<file path="src/rtl/lcd_pkg.sv">
package lcd_pkg;
  localparam int NBP = 4;

  typedef enum logic [1:0] {
    MODE_STATIC  = 2'b00,
    MODE_DUPLEX  = 2'b01,
    MODE_TRIPLEX = 2'b10,
    MODE_QUAD    = 2'b11
  } lcd_mode_e;

  localparam logic [1:0] LV_LO  = 2'b00;
  localparam logic [1:0] LV_MID = 2'b01;
  localparam logic [1:0] LV_HI  = 2'b11;
endpackage

</file>
<file path="src/rtl/lcd_wr_port.sv">
module lcd_wr_port #(
  parameter int NSEG   = 32,
  parameter int ADDR_W = $clog2(NSEG)
) (
  input  logic                     clk,
  input  logic                     rst,
  input  logic                     ptr_load,
  input  logic [ADDR_W-1:0]        ptr_val,
  input  logic                     wr_en,
  input  logic [7:0]               wr_data,
  output logic                     mem_we,
  output logic [ADDR_W-1:0]        mem_addr,
  output logic [lcd_pkg::NBP-1:0]  mem_wd
);
  localparam logic [ADDR_W-1:0] LAST = ADDR_W'(NSEG - 1);

  logic [ADDR_W-1:0] ptr_q;

  // a load in the same cycle redirects the write to the new start
  assign mem_addr = ptr_load ? ptr_val : ptr_q;
  assign mem_we   = wr_en;
  assign mem_wd   = wr_data[lcd_pkg::NBP-1:0];

  always_ff @(posedge clk) begin
    if (rst) begin
      ptr_q <= '0;
    end else if (wr_en) begin
      ptr_q <= (mem_addr == LAST) ? '0 : mem_addr + 1'b1;
    end else if (ptr_load) begin
      ptr_q <= ptr_val;
    end
  end
endmodule

</file>
<file path="src/rtl/lcd_disp_ram.sv">
module lcd_disp_ram #(
  parameter int NSEG   = 32,
  parameter int ADDR_W = $clog2(NSEG)
) (
  input  logic                          clk,
  input  logic                          we,
  input  logic [ADDR_W-1:0]             addr,
  input  logic [lcd_pkg::NBP-1:0]       wd,
  output logic [NSEG*lcd_pkg::NBP-1:0]  words
);
  logic [lcd_pkg::NBP-1:0] mem [NSEG];

  always_ff @(posedge clk) begin
    if (we) mem[addr] <= wd;
  end

  for (genvar s = 0; s < NSEG; s++) begin : g_flat
    assign words[s*lcd_pkg::NBP +: lcd_pkg::NBP] = mem[s];
  end
endmodule

</file>
<file path="src/rtl/lcd_phase_seq.sv">
module lcd_phase_seq (
  input  logic       clk,
  input  logic       rst,
  input  logic [1:0] mode,
  input  logic       frame_tick,
  output logic [1:0] phase,
  output logic       pol
);
  always_ff @(posedge clk) begin
    if (rst) begin
      phase <= '0;
      pol   <= 1'b0;
    end else if (frame_tick) begin
      if (phase >= mode) begin
        phase <= '0;
        pol   <= ~pol;
      end else begin
        phase <= phase + 2'd1;
      end
    end
  end
endmodule

</file>
<file path="src/rtl/lcd_level_gen.sv">
module lcd_level_gen #(
  parameter int NSEG = 32
) (
  input  logic                          clk,
  input  logic                          rst,
  input  logic [1:0]                    mode,
  input  logic [1:0]                    bank_sel,
  input  logic [1:0]                    phase,
  input  logic                          pol,
  input  logic [NSEG*lcd_pkg::NBP-1:0]  words,
  output logic [2*lcd_pkg::NBP-1:0]     bp_lvl,
  output logic [2*NSEG-1:0]             seg_lvl
);
  import lcd_pkg::*;

  logic [1:0]        bsel;
  logic [1:0]        sel_code;
  logic [1:0]        on_code;
  logic [1:0]        off_code;
  logic [2*NBP-1:0]  bp_n;
  logic [2*NSEG-1:0] seg_n;

  always_comb begin
    case (lcd_mode_e'(mode))
      MODE_STATIC: bsel = bank_sel;
      MODE_DUPLEX: bsel = {bank_sel[0], phase[0]};
      default:     bsel = phase;
    endcase
    sel_code = pol ? LV_LO : LV_HI;
    on_code  = pol ? LV_HI : LV_LO;
    off_code = (lcd_mode_e'(mode) == MODE_STATIC) ? sel_code : LV_MID;
  end

  for (genvar i = 0; i < NBP; i++) begin : g_bp
    assign bp_n[2*i +: 2] = (2'(i) > mode)  ? LV_MID :
                            (2'(i) == phase) ? sel_code : LV_MID;
  end

  for (genvar s = 0; s < NSEG; s++) begin : g_seg
    logic [NBP-1:0] word;
    assign word = words[s*NBP +: NBP];
    assign seg_n[2*s +: 2] = word[bsel] ? on_code : off_code;
  end

  always_ff @(posedge clk) begin
    if (rst) begin
      bp_lvl  <= {NBP{LV_MID}};
      seg_lvl <= {NSEG{LV_MID}};
    end else begin
      bp_lvl  <= bp_n;
      seg_lvl <= seg_n;
    end
  end
endmodule

</file>
<file path="src/rtl/lcd_mux_driver.sv">
module lcd_mux_driver #(
  parameter int NSEG   = 32,
  parameter int ADDR_W = $clog2(NSEG)
) (
  input  logic                        clk,
  input  logic                        rst,
  input  logic [1:0]                  mode,
  input  logic [1:0]                  bank_sel,
  input  logic                        frame_tick,
  input  logic                        ptr_load,
  input  logic [ADDR_W-1:0]           ptr_val,
  input  logic                        wr_en,
  input  logic [7:0]                  wr_data,
  output logic [2*lcd_pkg::NBP-1:0]   bp_lvl,
  output logic [2*NSEG-1:0]           seg_lvl
);
  logic                          mem_we;
  logic [ADDR_W-1:0]             mem_addr;
  logic [lcd_pkg::NBP-1:0]       mem_wd;
  logic [NSEG*lcd_pkg::NBP-1:0]  words;
  logic [1:0]                    phase;
  logic                          pol;

  lcd_wr_port #(.NSEG(NSEG), .ADDR_W(ADDR_W)) u_wr (
    .clk(clk), .rst(rst), .ptr_load(ptr_load), .ptr_val(ptr_val),
    .wr_en(wr_en), .wr_data(wr_data),
    .mem_we(mem_we), .mem_addr(mem_addr), .mem_wd(mem_wd)
  );

  lcd_disp_ram #(.NSEG(NSEG), .ADDR_W(ADDR_W)) u_ram (
    .clk(clk), .we(mem_we), .addr(mem_addr), .wd(mem_wd), .words(words)
  );

  lcd_phase_seq u_seq (
    .clk(clk), .rst(rst), .mode(mode), .frame_tick(frame_tick),
    .phase(phase), .pol(pol)
  );

  lcd_level_gen #(.NSEG(NSEG)) u_lvl (
    .clk(clk), .rst(rst), .mode(mode), .bank_sel(bank_sel),
    .phase(phase), .pol(pol), .words(words),
    .bp_lvl(bp_lvl), .seg_lvl(seg_lvl)
  );
endmodule

</file>
<file path="config.mk">
export PLATFORM = sky130hd
export DESIGN_NAME = lcd_mux_driver
export DESIGN_NICKNAME = d
export VERILOG_FILES = /design/src/rtl/lcd_pkg.sv /design/src/rtl/lcd_wr_port.sv /design/src/rtl/lcd_disp_ram.sv /design/src/rtl/lcd_phase_seq.sv /design/src/rtl/lcd_level_gen.sv /design/src/rtl/lcd_mux_driver.sv
export SDC_FILE = /design/constraint.sdc
export NUM_CORES = 1
export LEC_CHECK = 0
export ABC_AREA = 1
export BUFFER_PORTS_ARGS = -buffer_cell sky130_fd_sc_hd__buf_4
export CELL_PAD_IN_SITES_DETAIL_PLACEMENT = 1
export CELL_PAD_IN_SITES_GLOBAL_PLACEMENT = 2
export CORE_MARGIN = 5
export CORE_UTILIZATION = 37
export DETAILED_ROUTE_END_ITERATION = 6
export GPL_ROUTABILITY_DRIVEN = 0
export PLACE_DENSITY = 0.87
export SYNTH_ARGS = -nofsm -noshare
export SYNTH_HDL_FRONTEND = slang
export SYNTH_SLANG_ARGS = --single-unit
export TNS_END_PERCENT = 100
</file>
<file path="constraint.sdc">
create_clock -name clk -period 1.95 [get_ports clk]
set_input_delay 0.195 -clock clk [delete_from_list [all_inputs] [get_ports clk]]
set_output_delay 0.195 -clock clk [all_outputs]
set_load 0.03 [all_outputs]
</file>
---- Word-level counts from Yosys, hierarchy flattened ----
Memories as Yosys holds them, arrays and structs flattened.
Index checks and enable logic that the tools add are counted.
operators by class
  add/sub/neg operators ................... 2
  magnitude comparators ................... 6
  equality and inequality tests ........... 5
  mux-type cells .......................... 106
  bitwise logic cells ..................... 5
  reduce and logical (&&, ||, !) cells .... 7
operator list
  operator             count
  $mux 2               36
  $bmux 1 s2           32
  $mux 1               34
  $mux 5               3
  $reduce_or 3->1      4
  $add 5x1->5 const B  1
  $eq 5x5->1 const B   1
  $not 1->1            5
  $eq 2x2->1 const A   2
  $gt 1x2->1 const A   2
  $gt 2x2->1 const A   2
  $logic_not 2->1      2
  $pmux 2 s2           1
  $lt 2x3->1 const B   1
  $add 2x1->2 const B  1
  $eq 1x2->1 const A   1
  $eq 2x1->1 const B   1
  $ge 2x2->1           1
  $reduce_and 2->1     1
word-level totals
  register bits after elaboration ......... 80
  bits in writable memories ............... 128
  input bits .............................. 22
  output and inout port bits .............. 72
  word-level logic and storage cells ...... 140
  memories ................................ 1
memory list
  name       words  width  rd ports  clocked after Yosys merged registers in  write ports  line                RTL
  u_ram.mem  32     4      32        0                                        1            lcd_disp_ram.sv:11  logic [lcd_pkg::NBP-1:0] mem [NSEG];

---- Logic depth before layout (Yosys ltp) ----
  depth in word-level cells ............... 5
  gate-level depth with buffers ........... 10
  depth with buffers taken out ............ 10

---- Hierarchy ----
Synthesis repeated with hierarchy kept, for this count alone.
second synthesis, totals
  cell total of the unflattened synthesis .. 969
  area, all modules ....................... 9087.5 µm²
by module, submodules not included
  module         times used  cells each  area each (µm²)  sequential area each (µm²)
  lcd_level_gen  1           703         4476.8           1441.4
  lcd_disp_ram   1           178         4043.9           3843.7
  lcd_wr_port    1           62          391.6            100.1
  lcd_phase_seq  1           26          175.2            60.1

---- Worst setup path after synthesis ----
No wires, ideal clock.
  path kind ............................... input to register
  from .................................... in ptr_load
  to ...................................... mem u_ram.mem[6][0] (netlist name), enable pin
  library setup time ...................... 0.329 ns
  arrival time ............................ 1.098 ns
  data required time ...................... 1.621 ns
  slack ................................... 0.523 ns
  cell stages on the path ................. 7
  buffers on the path ..................... 0
  path through ............................ inv_2 or2_2 o21ai_2 inv_1 nor2_1 nand2_1 nor2_1
on the way
  cells in the longest elaborated chain, start to end .. 1
ends and longest elaborated chain
  item         line                  RTL
  from (decl)  lcd_mux_driver.sv:10  input logic ptr_load,
  $mux 5       -
  to (decl)    lcd_disp_ram.sv:11
No other way between the ends.

---- Worst setup path after layout ----
  from .................................... in mode[1]
  to ...................................... reg u_lvl.seg_lvl[11]
on the way
  cells in the longest elaborated chain, start to end .. 5
  elaborated cells on any way between the ends .. 7
  those cells by class .................... eq/ne (1); mux (5); reduce/logical (1)
ends and longest elaborated chain
  item                                           line                                      RTL
  from (decl)                                    lcd_mux_driver.sv:7                       input logic [1:0] mode,
  $eq 2x1->1 or $logic_not 2->1 (tied branches)  lcd_level_gen.sv:24, lcd_level_gen.sv:31
  $pmux 2 s2                                     lcd_level_gen.sv:24                       case (lcd_mode_e'(mode))
  $bmux 1 s2                                     lcd_level_gen.sv:42                       assign seg_n[2*s +: 2] = word[bsel] ? on_code : off_code;
  $mux 1 (not written as such)                   lcd_level_gen.sv:42
  $mux 2 (*)                                     lcd_level_gen.sv:42
  to (signal assigned)                           lcd_level_gen.sv:48                       seg_lvl <= {NSEG{LV_MID}};
  to (signal assigned)                           lcd_level_gen.sv:51                       seg_lvl <= seg_n;
  to (decl)                                      lcd_level_gen.sv:12                       output logic [2*NSEG-1:0] seg_lvl
Mark *: on every way between the ends. The rest lies on a longest branch, timed or not. The select of a mux whose other input is x is not followed.
A chain may end at the register's enable or synchronous reset.

==> metrics.txt <==
final wirelength 25300 um; max layer used met4; Yosys cell types 24; antenna violations before repair 0; relative slew slack 66.7%; Worst-Margin Slew 500 ps; share of cells above drive strength 1 18.9%; Pre-antenna DRT Iters 5; io pins 94; RR Startpoint u_wr.ptr_q[4]; clock-pin transition on the worst setup and hold timing paths 60 ps; syn_area_per_cell 9.81 sq um; Data required, critical path 2380 ps; reg2reg end u_ram.mem[18][0]; routed len/inst 18.9 um; Reg area 5450 sq um; outcome complete, no violations; CTS sink cnt 208; Synth Cell Area 8750 sq um; total CTS buffers 24; RSZ-0062 raised after global routing false; crit path time final 1750 ps; # DRC 0; Final Util 46.7%; Max Slew Vio Count 0; hold path depth 3; Max H-tree Level 1; setup_tns 0 ps; DR WL met2 12700 um; Layout area overhead 25.0%; power per standard cell area 1030 nW/um^2; area of the multi-input gates 2920 sq um; global-route usage over all layers 19.3%; ant diodes 0; R2R Setup Slk 290 ps; Hold Crit Class in -> reg; nets 1037; met3 WL 1350 um; Max VDD drop 0.000638 V; Pleak 4.48 nW; fmax 573 MHz; Core Footprint 23400 sq um; max cap viols 0; Yosys warnings 0; post-CTS setup buffer count 0; Worst-Skew Late Latency 510 ps; CTS tree built; Setup WS pre-CTS 93.3 ps; Routed Antenna Nets 0; Die ar. 26800 sq um; R2R depth 6; sequential-to-total area share from yosys stat 62.2%; Post-CTS Resized 0; Cells after Synth 892; syn nets 925; HPWL after DPL 15500 um; Chip Height 164 um; Core Rows 56; GRT overflow 0; initial drt markers 513; Final period util 89.5%; vias in the first global route 7604; clk buf depth 3; setup violators final 0; port buffer count 89; hold_sp mode[0]; final hold violation count 0; Via Count 7076; Final WS setup 204 ps; die width 164 um; Critical Path Sink Type register; hold_ws 29.6 ps; critical path fanouts, max 23; CP arrival 2180 ps; vias per cell 5.28; kind of critical path in -> reg; clk root buf clkbuf_16; CP Launch Type primary input; Starting Density 37.4%; met1 WL 10600 um; Endpoint, Worst Hold u_lvl.bp_lvl[7]; largest net degree at the start of global routing 37; synthesis-stage register bit count 208; first-pass GRT wire length 40800 um; Layout fillers 2683; clock skew 8.19 ps
cell usage after synthesis:
cell / count / share of area (%)
a211oi_1: 2 / 0.17
or2_2: 2 / 0.14
nand2_4: 5 / 0.64
o21ai_0: 6 / 0.34
inv_1: 22 / 0.94
dfxtp_1: 80 / 18
buf_2: 30 / 1.7
nand3_1: 321 / 18
nor2_1: 41 / 1.8
clkbuf_1: 18 / 0.77
edfxtp_1: 128 / 44
nand4_1: 3 / 0.21
a21oi_1: 36 / 2.1
o21ai_2: 1 / 0.10
buf_1: 2 / 0.086
nand3_2: 2 / 0.23
nor3b_1: 1 / 0.086
nor2_4: 2 / 0.26
buf_6: 6 / 0.77
nor3_1: 3 / 0.17
ha_1: 11 / 1.6
inv_2: 4 / 0.17
nand2_1: 164 / 7.0
a31oi_1: 2 / 0.14
routing by layer:
metal / up-vias / GRT usage, %
met4: 0 / 6.40
met3: 42 / 3.11
met1: 3484 / 23.7
li1: 3369 / -
met2: 181 / 34.6
met5: - / 0
layout by cell type (no fill, tap or decap), drive strengths merged:
cell,Yosys,final
o21ai,7,7
inv,26,26
dfxtp,80,80
or2,2,2
nor3b,1,1
a31oi,2,2
nor2,43,43
dlygate4sd3,0,3
nand2,169,169
clkbuf,18,36
buf,38,139
nor3,3,3
a21oi,36,36
clkinvlp,0,1
nand4,3,3
a211oi,2,2
edfxtp,128,128
nand3,323,323
ha,11,11
clkinv,0,5
bufinv,0,2
critical path, stage by stage:
cell and delay [ps]:
dlygate4sd3_1 530, buf_4 170, inv_2 100, nand2_4 90
nand2_4 300, buf_4 270, nand3_1 120, nand3_1 100
nand3_1 110, a21oi_1 190
kinds of logic (layout without fill, tap and decap cells):
kind of cell    Yosys count  after routing  share of synthesized area (%)
compound gates           47             47                           2.82
fa+ha+maj                11             11                           1.57
buf+inv                  82            212                           4.46
flops                   208            208                           62.2
simple gates            544            544                           28.9
how the worst max path moves through the flow:
stage | from | endpoint | slack [ps] | cells past startpoint
after CTS | mode[1] | u_lvl.seg_lvl[11] | 210 | 10
after global routing | mode[1] | u_lvl.seg_lvl[8] | 90 | 11
final | mode[1] | u_lvl.seg_lvl[11] | 200 | 10
after detailed placement | ptr_load | u_ram.mem[5][2] | 90 | 8
after global placement | ptr_load | u_ram.mem[18][3] | 150 | 8
after floorplan | ptr_load | u_ram.mem[6][0] | 520 | 7
report_power, final:
group / internal, W / switching, W / leakage [nW]
registers: 0.00484 / 0.0000568 / 1.81
clock network: 0.00284 / 0.00173 / 0.402
logic: 0.000589 / 0.00118 / 2.27
total: 0.00827 / 0.00297 / 4.48
state kept, by name, summed over array words and instances (netlist names):
| signal | cells |
|---|---|
| u_wr.ptr_q | 5 |
| u_seq.phase | 2 |
| u_lvl.bp_lvl | 8 |
| u_seq.pol | 1 |
| u_ram.mem | 128 |
| u_lvl.seg_lvl | 64 |
area by class of cell:
class                           instances  share of cell area, %
Clock buffer                           36                   6.66
Clock inverter                          8                  0.835
Inverter                               26                  0.892
Multi-Input combinational cell        602                   26.7
Sequential cell                       208                   49.8
Tap cell                              319                   3.65
Timing Repair Buffer                  142                   11.5
stage by stage:
step / total power, W / cells / cell area [sq um]
floorplan: 0.00607 / 892 / 8750
global placement: 0.00673 / 1294 / 10100
detailed placement: 0.00676 / 1294 / 10100
CTS: 0.0114 / 1341 / 10900
global route: 0.0118 / 1341 / 10900
finish: 0.0112 / 1341 / 10900
repair_timing:
item / 4_1_cts / 5_1_grt
setup endpoints to repair: 0 / 0
hold endpoints to repair: 5 / 0
hold buffers: 3 / 0
Note: power is estimated with default switching activity, not from simulation.
